[src/rtl/qw_pkg.sv]
package qw_pkg;

  typedef enum logic [1:0] {
    EXC_NONE     = 2'd0,
    EXC_ILLEGAL  = 2'd1,
    EXC_ALIGN    = 2'd2,
    EXC_MEMFAULT = 2'd3
  } qw_exc_e;

  typedef enum logic [1:0] {
    ST_IDLE  = 2'd0,
    ST_HALF0 = 2'd1,
    ST_HALF1 = 2'd2,
    ST_RESP  = 2'd3
  } qw_state_e;

  // The odd register goes first only for the little-endian, non-prefixed form.
  function automatic logic odd_reg_first(input logic big_endian, input logic prefixed);
    return !big_endian && !prefixed;
  endfunction

  // Trap a misaligned load when its first register write could clobber the base register.
  function automatic logic load_needs_align(input logic is_store, input logic big_endian,
                                            input logic prefixed);
    return !is_store && odd_reg_first(big_endian, prefixed);
  endfunction

endpackage

[src/rtl/qw_form_check.sv]
module qw_form_check #(
  parameter int REG_W = 5
) (
  input  logic             is_store,
  input  logic             reserve,
  input  logic [REG_W-1:0] rt,
  input  logic [REG_W-1:0] ra,
  input  logic [REG_W-1:0] rb,
  output logic             odd_pair,
  output logic             base_clash,
  output logic             index_clash,
  output logic             illegal
);

  always_comb begin
    odd_pair    = rt[0];
    base_clash  = !is_store && (ra == rt);
    index_clash = !is_store && reserve && (rb == rt);
    illegal     = odd_pair || base_clash || index_clash;
  end

endmodule

[src/rtl/qw_half_addr.sv]
module qw_half_addr #(
  parameter int ADDR_W   = 64,
  parameter int OFS_W    = 3,
  parameter int NARROW_W = 32
) (
  input  logic [ADDR_W-1:0] base,
  input  logic              mode32,
  output logic [ADDR_W-1:0] addr0,
  output logic [ADDR_W-1:0] addr1
);

  localparam int HI_W = ADDR_W - OFS_W;
  localparam logic [HI_W-1:0]   HI_ONE   = {{(HI_W-1){1'b0}}, 1'b1};
  localparam logic [ADDR_W-1:0] LOW_MASK = {{(ADDR_W-NARROW_W){1'b0}}, {NARROW_W{1'b1}}};

  // Step to the next doubleword: bump the upper field, keep the byte offset.
  function automatic logic [ADDR_W-1:0] next_half(input logic [ADDR_W-1:0] a);
    logic [HI_W-1:0] hi;
    hi = a[ADDR_W-1:OFS_W] + HI_ONE;
    return {hi, a[OFS_W-1:0]};
  endfunction

  function automatic logic [ADDR_W-1:0] narrow(input logic [ADDR_W-1:0] a, input logic m32);
    return m32 ? (a & LOW_MASK) : a;
  endfunction

  always_comb begin
    addr0 = narrow(base, mode32);
    addr1 = narrow(next_half(base), mode32);
  end

endmodule

[src/rtl/qw_align_check.sv]
module qw_align_check #(
  parameter int OFS_W = 3
) (
  input  logic [OFS_W:0] low_bits,
  input  logic           half,
  output logic           aligned
);

  // A half is aligned when the byte offset is zero and bit OFS_W matches the half index.
  always_comb begin
    aligned = (low_bits[OFS_W-1:0] == '0) && (low_bits[OFS_W] == half);
  end

endmodule

[src/rtl/qw_split_seq.sv]
module qw_split_seq
  import qw_pkg::*;
#(
  parameter int ADDR_W     = 64,
  parameter int REG_W      = 5,
  parameter int HALF_BYTES = 8,
  parameter int NARROW_W   = 32
) (
  input  logic              clk,
  input  logic              rst_n,
  input  logic              req_valid,
  output logic              req_ready,
  input  logic              req_is_store,
  input  logic              req_reserve,
  input  logic              req_prefixed,
  input  logic              req_big_endian,
  input  logic              req_mode32,
  input  logic [ADDR_W-1:0] req_ea,
  input  logic [REG_W-1:0]  req_rt,
  input  logic [REG_W-1:0]  req_ra,
  input  logic [REG_W-1:0]  req_rb,
  output logic              mem_valid,
  input  logic              mem_ready,
  input  logic              mem_fault,
  output logic [ADDR_W-1:0] mem_addr,
  output logic [REG_W-1:0]  mem_reg,
  output logic              mem_store,
  output logic              mem_half,
  output logic              mem_atomic,
  output logic              mem_atomic_last,
  output logic              mem_reserve,
  output logic              done_valid,
  output logic              exc_valid,
  output logic [1:0]        exc_cause,
  output logic              exc_half
);

  localparam int OFS_W = $clog2(HALF_BYTES);

  qw_state_e         state;
  qw_exc_e           r_exc;
  logic              r_exc_half;
  logic              r_store;
  logic              r_reserve;
  logic              r_prefixed;
  logic              r_be;
  logic              r_mode32;
  logic [ADDR_W-1:0] r_base;
  logic [REG_W-1:0]  r_rt;

  // Named internal events.
  logic              accept;
  logic              handshake;
  logic              form_illegal;
  logic              odd_pair;
  logic              base_clash;
  logic              index_clash;
  logic              acc_aligned;
  logic              align_trap;
  logic              cur_half;
  logic              odd_first;
  logic [ADDR_W-1:0] addr0;
  logic [ADDR_W-1:0] addr1;
  logic [1:0]        half_aligned;

  assign accept    = req_valid && req_ready;
  assign handshake = mem_valid && mem_ready;

  // Illegal-form screening on the incoming request.
  qw_form_check #(.REG_W(REG_W)) form_i (
    .is_store    (req_is_store),
    .reserve     (req_reserve),
    .rt          (req_rt),
    .ra          (req_ra),
    .rb          (req_rb),
    .odd_pair    (odd_pair),
    .base_clash  (base_clash),
    .index_clash (index_clash),
    .illegal     (form_illegal)
  );

  // Alignment of the incoming address, judged as half 0.
  qw_align_check #(.OFS_W(OFS_W)) acc_align_i (
    .low_bits (req_ea[OFS_W:0]),
    .half     (1'b0),
    .aligned  (acc_aligned)
  );

  assign align_trap = !acc_aligned &&
                      (req_reserve || load_needs_align(req_is_store, req_big_endian, req_prefixed));

  // Addresses of both halves from the captured base.
  qw_half_addr #(.ADDR_W(ADDR_W), .OFS_W(OFS_W), .NARROW_W(NARROW_W)) addr_i (
    .base   (r_base),
    .mode32 (r_mode32),
    .addr0  (addr0),
    .addr1  (addr1)
  );

  // Atomic tagging per half.
  for (genvar h = 0; h < 2; h++) begin : g_half_align
    logic [ADDR_W-1:0] ha;
    assign ha = (h == 0) ? addr0 : addr1;
    qw_align_check #(.OFS_W(OFS_W)) half_align_i (
      .low_bits (ha[OFS_W:0]),
      .half     (h[0]),
      .aligned  (half_aligned[h])
    );
  end

  assign cur_half  = (state == ST_HALF1);
  assign odd_first = odd_reg_first(r_be, r_prefixed);

  always_ff @(posedge clk) begin
    if (!rst_n) begin
      state      <= ST_IDLE;
      r_exc      <= EXC_NONE;
      r_exc_half <= 1'b0;
      r_store    <= 1'b0;
      r_reserve  <= 1'b0;
      r_prefixed <= 1'b0;
      r_be       <= 1'b0;
      r_mode32   <= 1'b0;
      r_base     <= '0;
      r_rt       <= '0;
    end else begin
      case (state)
        ST_IDLE: begin
          if (accept) begin
            r_store    <= req_is_store;
            r_reserve  <= req_reserve;
            r_prefixed <= req_prefixed;
            r_be       <= req_big_endian;
            r_mode32   <= req_mode32;
            r_base     <= req_ea;
            r_rt       <= req_rt;
            r_exc_half <= 1'b0;
            if (form_illegal) begin
              r_exc <= EXC_ILLEGAL;
              state <= ST_RESP;
            end else if (align_trap) begin
              r_exc <= EXC_ALIGN;
              state <= ST_RESP;
            end else begin
              r_exc <= EXC_NONE;
              state <= ST_HALF0;
            end
          end
        end
        ST_HALF0: begin
          if (handshake) begin
            if (mem_fault) begin
              r_exc      <= EXC_MEMFAULT;
              r_exc_half <= 1'b0;
              state      <= ST_RESP;
            end else begin
              state <= ST_HALF1;
            end
          end
        end
        ST_HALF1: begin
          if (handshake) begin
            if (mem_fault) begin
              r_exc      <= EXC_MEMFAULT;
              r_exc_half <= 1'b1;
            end
            state <= ST_RESP;
          end
        end
        default: state <= ST_IDLE;
      endcase
    end
  end

  always_comb begin
    req_ready       = (state == ST_IDLE);
    mem_valid       = (state == ST_HALF0) || (state == ST_HALF1);
    mem_half        = cur_half;
    mem_addr        = cur_half ? addr1 : addr0;
    mem_reg         = {r_rt[REG_W-1:1], cur_half ^ odd_first};
    mem_store       = r_store;
    mem_reserve     = r_reserve;
    mem_atomic      = half_aligned[cur_half];
    mem_atomic_last = half_aligned[cur_half] && cur_half;
    done_valid      = (state == ST_RESP) && (r_exc == EXC_NONE);
    exc_valid       = (state == ST_RESP) && (r_exc != EXC_NONE);
    exc_cause       = r_exc;
    exc_half        = r_exc_half;
  end

  // ---------------- assertions ----------------


  exclusive_phase_chk: assert property (@(posedge clk) disable iff (!rst_n)
    $onehot0({req_ready, mem_valid, done_valid, exc_valid}));


  accept_outcome_chk: assert property (@(posedge clk) disable iff (!rst_n)
    accept |=> (mem_valid && !mem_half) || exc_valid);


  hold_stall_chk: assert property (@(posedge clk) disable iff (!rst_n)
    (mem_valid && !mem_ready) |=> mem_valid && $stable(mem_addr) && $stable(mem_reg)
                                  && $stable(mem_half));


  offset_carry_chk: assert property (@(posedge clk) disable iff (!rst_n)
    (handshake && !mem_fault && !mem_half) |=>
      mem_valid && mem_half && (mem_addr[OFS_W-1:0] == $past(mem_addr[OFS_W-1:0])));


  pair_swap_chk: assert property (@(posedge clk) disable iff (!rst_n)
    (handshake && !mem_fault && !mem_half) |=> (mem_reg == ($past(mem_reg) ^ {{(REG_W-1){1'b0}}, 1'b1})));


  last_tag_chk: assert property (@(posedge clk) disable iff (!rst_n)
    mem_atomic_last |-> mem_atomic && mem_half);


  fault_stop_chk: assert property (@(posedge clk) disable iff (!rst_n)
    (handshake && mem_fault && !mem_half) |=> !mem_valid && exc_valid && !exc_half);


  early_exc_half_chk: assert property (@(posedge clk) disable iff (!rst_n)
    (exc_valid && exc_cause != 2'd3) |-> !exc_half);

endmodule

[config.mk]
export PLATFORM = sky130hd
export DESIGN_NAME = qw_split_seq
export DESIGN_NICKNAME = d
export VERILOG_FILES = /design/src/rtl/qw_pkg.sv /design/src/rtl/qw_form_check.sv /design/src/rtl/qw_half_addr.sv /design/src/rtl/qw_align_check.sv /design/src/rtl/qw_split_seq.sv
export SDC_FILE = /design/constraint.sdc
export NUM_CORES = 1
export LEC_CHECK = 0
export BUFFER_PORTS_ARGS = -buffer_cell sky130_fd_sc_hd__buf_4
export CORE_MARGIN = 1.5
export CORE_UTILIZATION = 30
export CTS_CLUSTER_SIZE = 14
export DETAILED_ROUTE_END_ITERATION = 7
export PLACE_DENSITY = 0.49
export SYNTH_ARGS = -nofsm -noshare
export SYNTH_HDL_FRONTEND = slang
export SYNTH_SLANG_ARGS = --single-unit
[constraint.sdc]
create_clock -name clk -period 2.7 [get_ports clk]
set_input_delay 0 -clock clk [delete_from_list [all_inputs] [get_ports clk]]
set_output_delay 0 -clock clk [all_outputs]
set_load 0.1 [all_outputs]
Word-level counts from Yosys, hierarchy flattened
Index checks and enable logic that the tools add are counted.
Storage, ports and cells
  bits in registers: 79
  input port bits: 89
  output and inout bits: 81
  logic and storage cells: 89
Cells by class
  $add $sub $neg: 1
  order comparisons: 1
  equality and inequality tests: 12
  multiplexer cells: 24
  bitwise logic cells: 3
  reduce and logical (&&, ||, !) cells: 38
Operator list (number)
  $mux W64: 3
  $add A61 B1 Y61 const B: 1
  $mux W2: 10
  $logic_and A1 B1 Y1: 15
  $eq A5 B5 Y1: 2
  $logic_not A3 Y1: 3
  $mux W1: 8
  $ne A2 B2 Y1 const B: 4
  $logic_not A1 Y1: 6
  $ne A2 B1 Y1 const B: 3
  $pmux W2 S3: 1
  $reduce_and A6 Y1: 1
  $eq A2 B2 Y1 const B: 2
  $logic_not A2 Y1: 2
  $logic_or A1 B1 Y1: 4
  $pmux W2 S2: 1
  $reduce_and A4 Y1: 1
  $reduce_bool A2 Y1: 2
  $pmux W1 S3: 1
  $reduce_and A3 Y1: 1
  $reduce_bool A3 Y1: 1
  $eq A2 B1 Y1 const B: 1
  $lt A1 B2 Y1 const B: 1
  $not A1 Y1: 2
  other kinds (3): 3

Logic depth before layout (Yosys ltp)
  word-level depth: 9
  mapped depth: 10
  mapped depth without buffers: 7

Hierarchy
Synthesis repeated with hierarchy kept, for this count alone.
Unflattened totals
  cells, all modules: 774
  area, all modules: 6027.0 µm²
Modules (own cells, without submodules)
  qw_split_seq: times used 1, cells each 441, area each 3854.9 µm², sequential area each 1561.5 µm²
  qw_half_addr: times used 1, cells each 311, area each 1974.4 µm², sequential area each 0.0 µm²
  qw_form_check: times used 1, cells each 16, area each 133.9 µm², sequential area each 0.0 µm²
  qw_align_check: times used 3, cells each 2, area each 21.3 µm², sequential area each 0.0 µm²

Worst setup path before layout
Ideal clock, no wire load.
  path type: flip-flop to output port
  start: register state[0]
  end: output mem_atomic_last
  arrival: 5490 ps
  required time: 2700 ps
  slack: -2790 ps
  stages on the path, launching flop included: 9
  buffers on the path: 1
  path through: dfxtp_1 inv_1 ha_1 buf_2 inv_1 ha_1 nor2_1 nor4_1 and2_1
Between the ends
  word-level cells in the longest chain between the ends: 4
RTL lines
  start, declared: RTL line qw_split_seq.sv:40  | qw_state_e state;
  start signal, assigned: RTL line qw_split_seq.sv:116  | state <= ST_IDLE;
  start signal, assigned: RTL line qw_split_seq.sv:140  | state <= ST_RESP;
  start signal, assigned: RTL line qw_split_seq.sv:143  | state <= ST_RESP;
  $eq A2 B2 Y1: RTL line qw_split_seq.sv:111  | assign cur_half = (state == ST_HALF1);
  via mem_half: RTL line qw_split_seq.sv:28  | output logic mem_half,
  $mux W1 (2 in a row)
  via mem_atomic: RTL line qw_split_seq.sv:29  | output logic mem_atomic,
  $logic_and A1 B1 Y1: RTL line qw_split_seq.sv:184  | mem_atomic_last = half_aligned[cur_half] && cur_half;
  end, declared: RTL line qw_split_seq.sv:30  | output logic mem_atomic_last,
The timed path passes the listed nets, and every way through them passes these cells. The select of a mux whose other input is x is not followed.

Final worst setup path
  start: register r_base[29]
  end: output mem_addr[62]
Between the ends
  word-level cells in the longest chain between the ends: 3
RTL lines
  start, declared: RTL line qw_split_seq.sv:48  | logic [ADDR_W-1:0] r_base;
  start signal, assigned: RTL line qw_split_seq.sv:135  | r_base <= req_ea;
  $add A61 B1 Y61: RTL line qw_half_addr.sv:19  | hi = a[ADDR_W-1:OFS_W] + HI_ONE;
  $mux W64: RTL line qw_half_addr.sv:24  | return m32 ? (a & LOW_MASK) : a;
  $mux W64: RTL line qw_split_seq.sv:179  | mem_addr = cur_half ? addr1 : addr0;
  end, declared: RTL line qw_split_seq.sv:25  | output logic [ADDR_W-1:0] mem_addr,
Every way passes these cells.

==> flow_metrics.py <==
metrics = {
    "floorplanning": {
        "num_rows": 45,
        "fp.dieW_um": 129,
        "io_pins": 170,
        "start_util": 0.309,
        "fp.dieArea_um2": 16500,
        "die-height_um": 129,
        "core_um2": 15300,
    },
    "logic_synthesis": {
        "syn-num-nets": 737,
        "synth_seq_cells": 78,
        "yosysTopAreaCell": "dfxtp_1",
        "synth-xor-area-share": 0.0778,
        "synth_enable_flop_cells": 0,
        "synthMuxAreaShare": 0.00476,
        "async_flop_share": 0,
        "yosys.area_share.simple": 0.328,
        "netlist_area_um2": 4730,
        "ys_types": 42,
        "yosysWarnings": 0,
        "synth_top_family_by_area": "simple AND/OR/NAND/NOR gates",
        "synth_area_leaders": "dfxtp_1, nand2_1, a21boi_0",
        "ys_seq_area_frac": 0.330,
        "synth_ff_type": "dfxtp_1",
        "syn_avg_cell_area_um2": 7.39,
        "synth-compound-area-share": 0.196,
        "synth_fa_ha_area_frac": 0.0212,
        "synth_top_area_share": 0.330,
        "syn-instance-count": 640,
    },
    "clock_tree": {
        "cts_tree": "done",
        "cts_root_buf": "clkbuf_16",
        "clock_path_buffers": 2,
        "clk_latency_ns": 0.34,
        "numCtsBuffers": 9,
        "clkTransAtPathRegs_ns": 0.06,
        "cts_sinks": 78,
        "htreeDepth": 3,
    },
    "routing": {
        "drtPass1Iterations": 4,
        "dr_total_vias": 5341,
        "wl_per_cell_um": 15.0,
        "antenna_left": 0,
        "vias_per_cell": 4.84,
        "drt_iter0_drc": 246,
        "post-route-drc-count": 0,
        "drt_wl_total_um": 16500,
    },
    "timing": {
        "setup_tns_ns": 0,
        "period_share": 0.972,
        "clock_skew_ns": 0.00426,
        "fin_hold_ws_ns": 0.0855,
        "slew_headroom": 0.516,
        "tightestPinTransition_ns": 0.725,
        "finalHoldViolCount": 0,
        "rsz0062_at_grt": "true",
        "report.final.slew_viol_count": 0,
        "fin_crit_ns": 2.62,
        "setup_viol": 0,
        "clock.fmax_ghz": 0.381,
    },
    "critical_path": {
        "end_kind": "output port",
        "ff2ff_path_depth": 6,
        "path_delay_family": "simple AND/OR/NAND/NOR gates",
        "cp.required_ns": 2.70,
        "regToRegStartpoint": "state[1]",
        "worstSetupPathType": "reg -> out",
        "critPathLaunchType": "register",
        "worstPathMaxFanout": 7,
        "cp_cell_sequence": "and3_1 -> nand4_1 -> or3_1 -> or4_4 -> a21oi_4 -> buf_4",
        "critPathLaunch": "r_base[29]",
        "crit_buf_inv": 1,
        "path_depth": 6,
        "arrival_ns": 2.62,
        "crit_path_max_incr_delay_ns": 0.50,
        "slowest_stage": "dfxtp_1",
    },
    "power_and_ir_drop": {
        "power.density_nw_per_um2": 820,
        "p_leak_uw": 0.00320,
        "ir_worst_vdd_mv": 1.00,
    },
    "final_layout": {
        "fin_area_um2": 8130,
        "drive_above_1_share": 0.354,
        "num_antenna_cells": 0,
        "final_common_cell": "buf_4",
        "area_growth_pct": 71.9,
        "multi_input_area_um2": 3640,
        "nFillCells": 1511,
        "fin_nets": 984,
        "layout_common_cells": "buf_4, nand2_1, dlygate4sd3_1",
        "regArea_um2": 1580,
    },
    "global_route": {
        "grt_start_max_net_pins": 79,
        "grt_pass1_wl_um": 26900,
        "grt_usage": 0.205,
        "grt-ovfl-total": 0,
        "grt_pass1_vias": 5431,
        "antenna_found_initial": 0,
    },
    "run_status": {
        "status": "complete, no violations",
    },
    "worst_hold_path": {
        "hold_depth": 4,
        "worstHoldPathType": "in -> reg",
        "min-delay-start": "req_rt[0]",
    },
    "placement": {
        "place.gp.congestion": 0.769,
        "port_buffers": 169,
        "place_area_um2": 6890,
        "dp_hpwl_um": 11500,
    },
    "flow_run": {
        "maxCapViolations": 0,
    },
}
[per-stage QoR]
stage / setup slack [ns] / cells / utilization / total power (uW)
4_1_cts: -0.0262 / 1102 / 0.525 / 6700
3_3_place_gp: 0.235 / 1007 / 0.450 / 5370
3_5_place_dp: 0.186 / 1007 / 0.450 / 5400
2_1_floorplan: -0.121 / 640 / - / 4540
5_1_grt: -0.0592 / 1103 / 0.531 / 6990
6_report: 0.0767 / 1103 / 0.531 / 6660
[worst min-delay path, cell delays in order]
cell and delay [ns]:
buf_4 0.08, a41o_1 0.14, nor2_1 0.05, a21oi_1 0.12
[worst paths after layout]
kind	to	slack [ns]
min	exc_cause[0]	0.09
max reg2reg	state[1]	0.97
min reg2reg	r_prefixed	0.46
max	mem_addr[62]	0.08
[sequential cells by signal (all words and copies together) (netlist names)]
register and flops:
r_be 1, mem_store 1, r_mode32 1, mem_reserve 1
r_rt 4, r_prefixed 1, exc_half 1, exc_cause 2
r_base 64, state 2
[routing by layer]
| metal | up-vias | part of all wire | GRT usage |
|---|---|---|---|
| met5 | - | 0 | 0 |
| met4 | 0 | 0.012 | 0.0516 |
| met3 | 16 | 0.039 | 0.0412 |
| met2 | 106 | 0.50 | 0.358 |
| met1 | 2510 | 0.45 | 0.260 |
| li1 | 2709 | - | - |
[kinds of logic after synthesis]
group           Yosys count
simple gates            324
compound gates          138
flops                    78
buf+inv                  48
xor+xnor                 42
fa+ha+maj                 8
mux                       2
[cell usage after synthesis, types with 3 or more instances]
master and count:
o31ai_1 12, a21oi_1 29, ha_1 8, nand4_1 25, inv_1 11, nand2_1 173, and3_1 5, clkbuf_1 30
or3_1 17, xor2_1 18, dfxtp_1 78, a21boi_0 73, nor3_1 9, buf_4 3, or4_1 12, xnor2_1 24
nand3_1 21, nor2_1 33, nor4_1 9, o21ai_0 18, and2_1 4
[power breakdown]
group | switching (uW) | internal, uW | total, uW | leakage, uW
registers | 317 | 1390 | 1700 | 0.000645
logic | 2790 | 1010 | 3800 | 0.00243
clock network | 517 | 647 | 1160 | 0.000124
[cell type report]
class                   instances  share of cell area
well taps                     211              0.0325
clock inverters                 5             0.00431
repair buffers                272               0.286
clock buffers                  11              0.0299
flip-flops and latches         78               0.194
multi-input cells             515               0.448
inverters                      11             0.00508
[what timing repair did]
| action | 4_1_cts | 5_1_grt |
|---|---|---|
| cloned | 1 | 0 |
| endpoints found under the hold margin | 74 | 0 |
| resized for setup | 23 | 24 |
| endpoints found under the setup margin | 26 | 28 |
| setup buffers | 4 | 1 |
| hold buffers | 74 | 0 |
| pin swaps | 4 | 2 |
(Power assumes the default switching activity.)
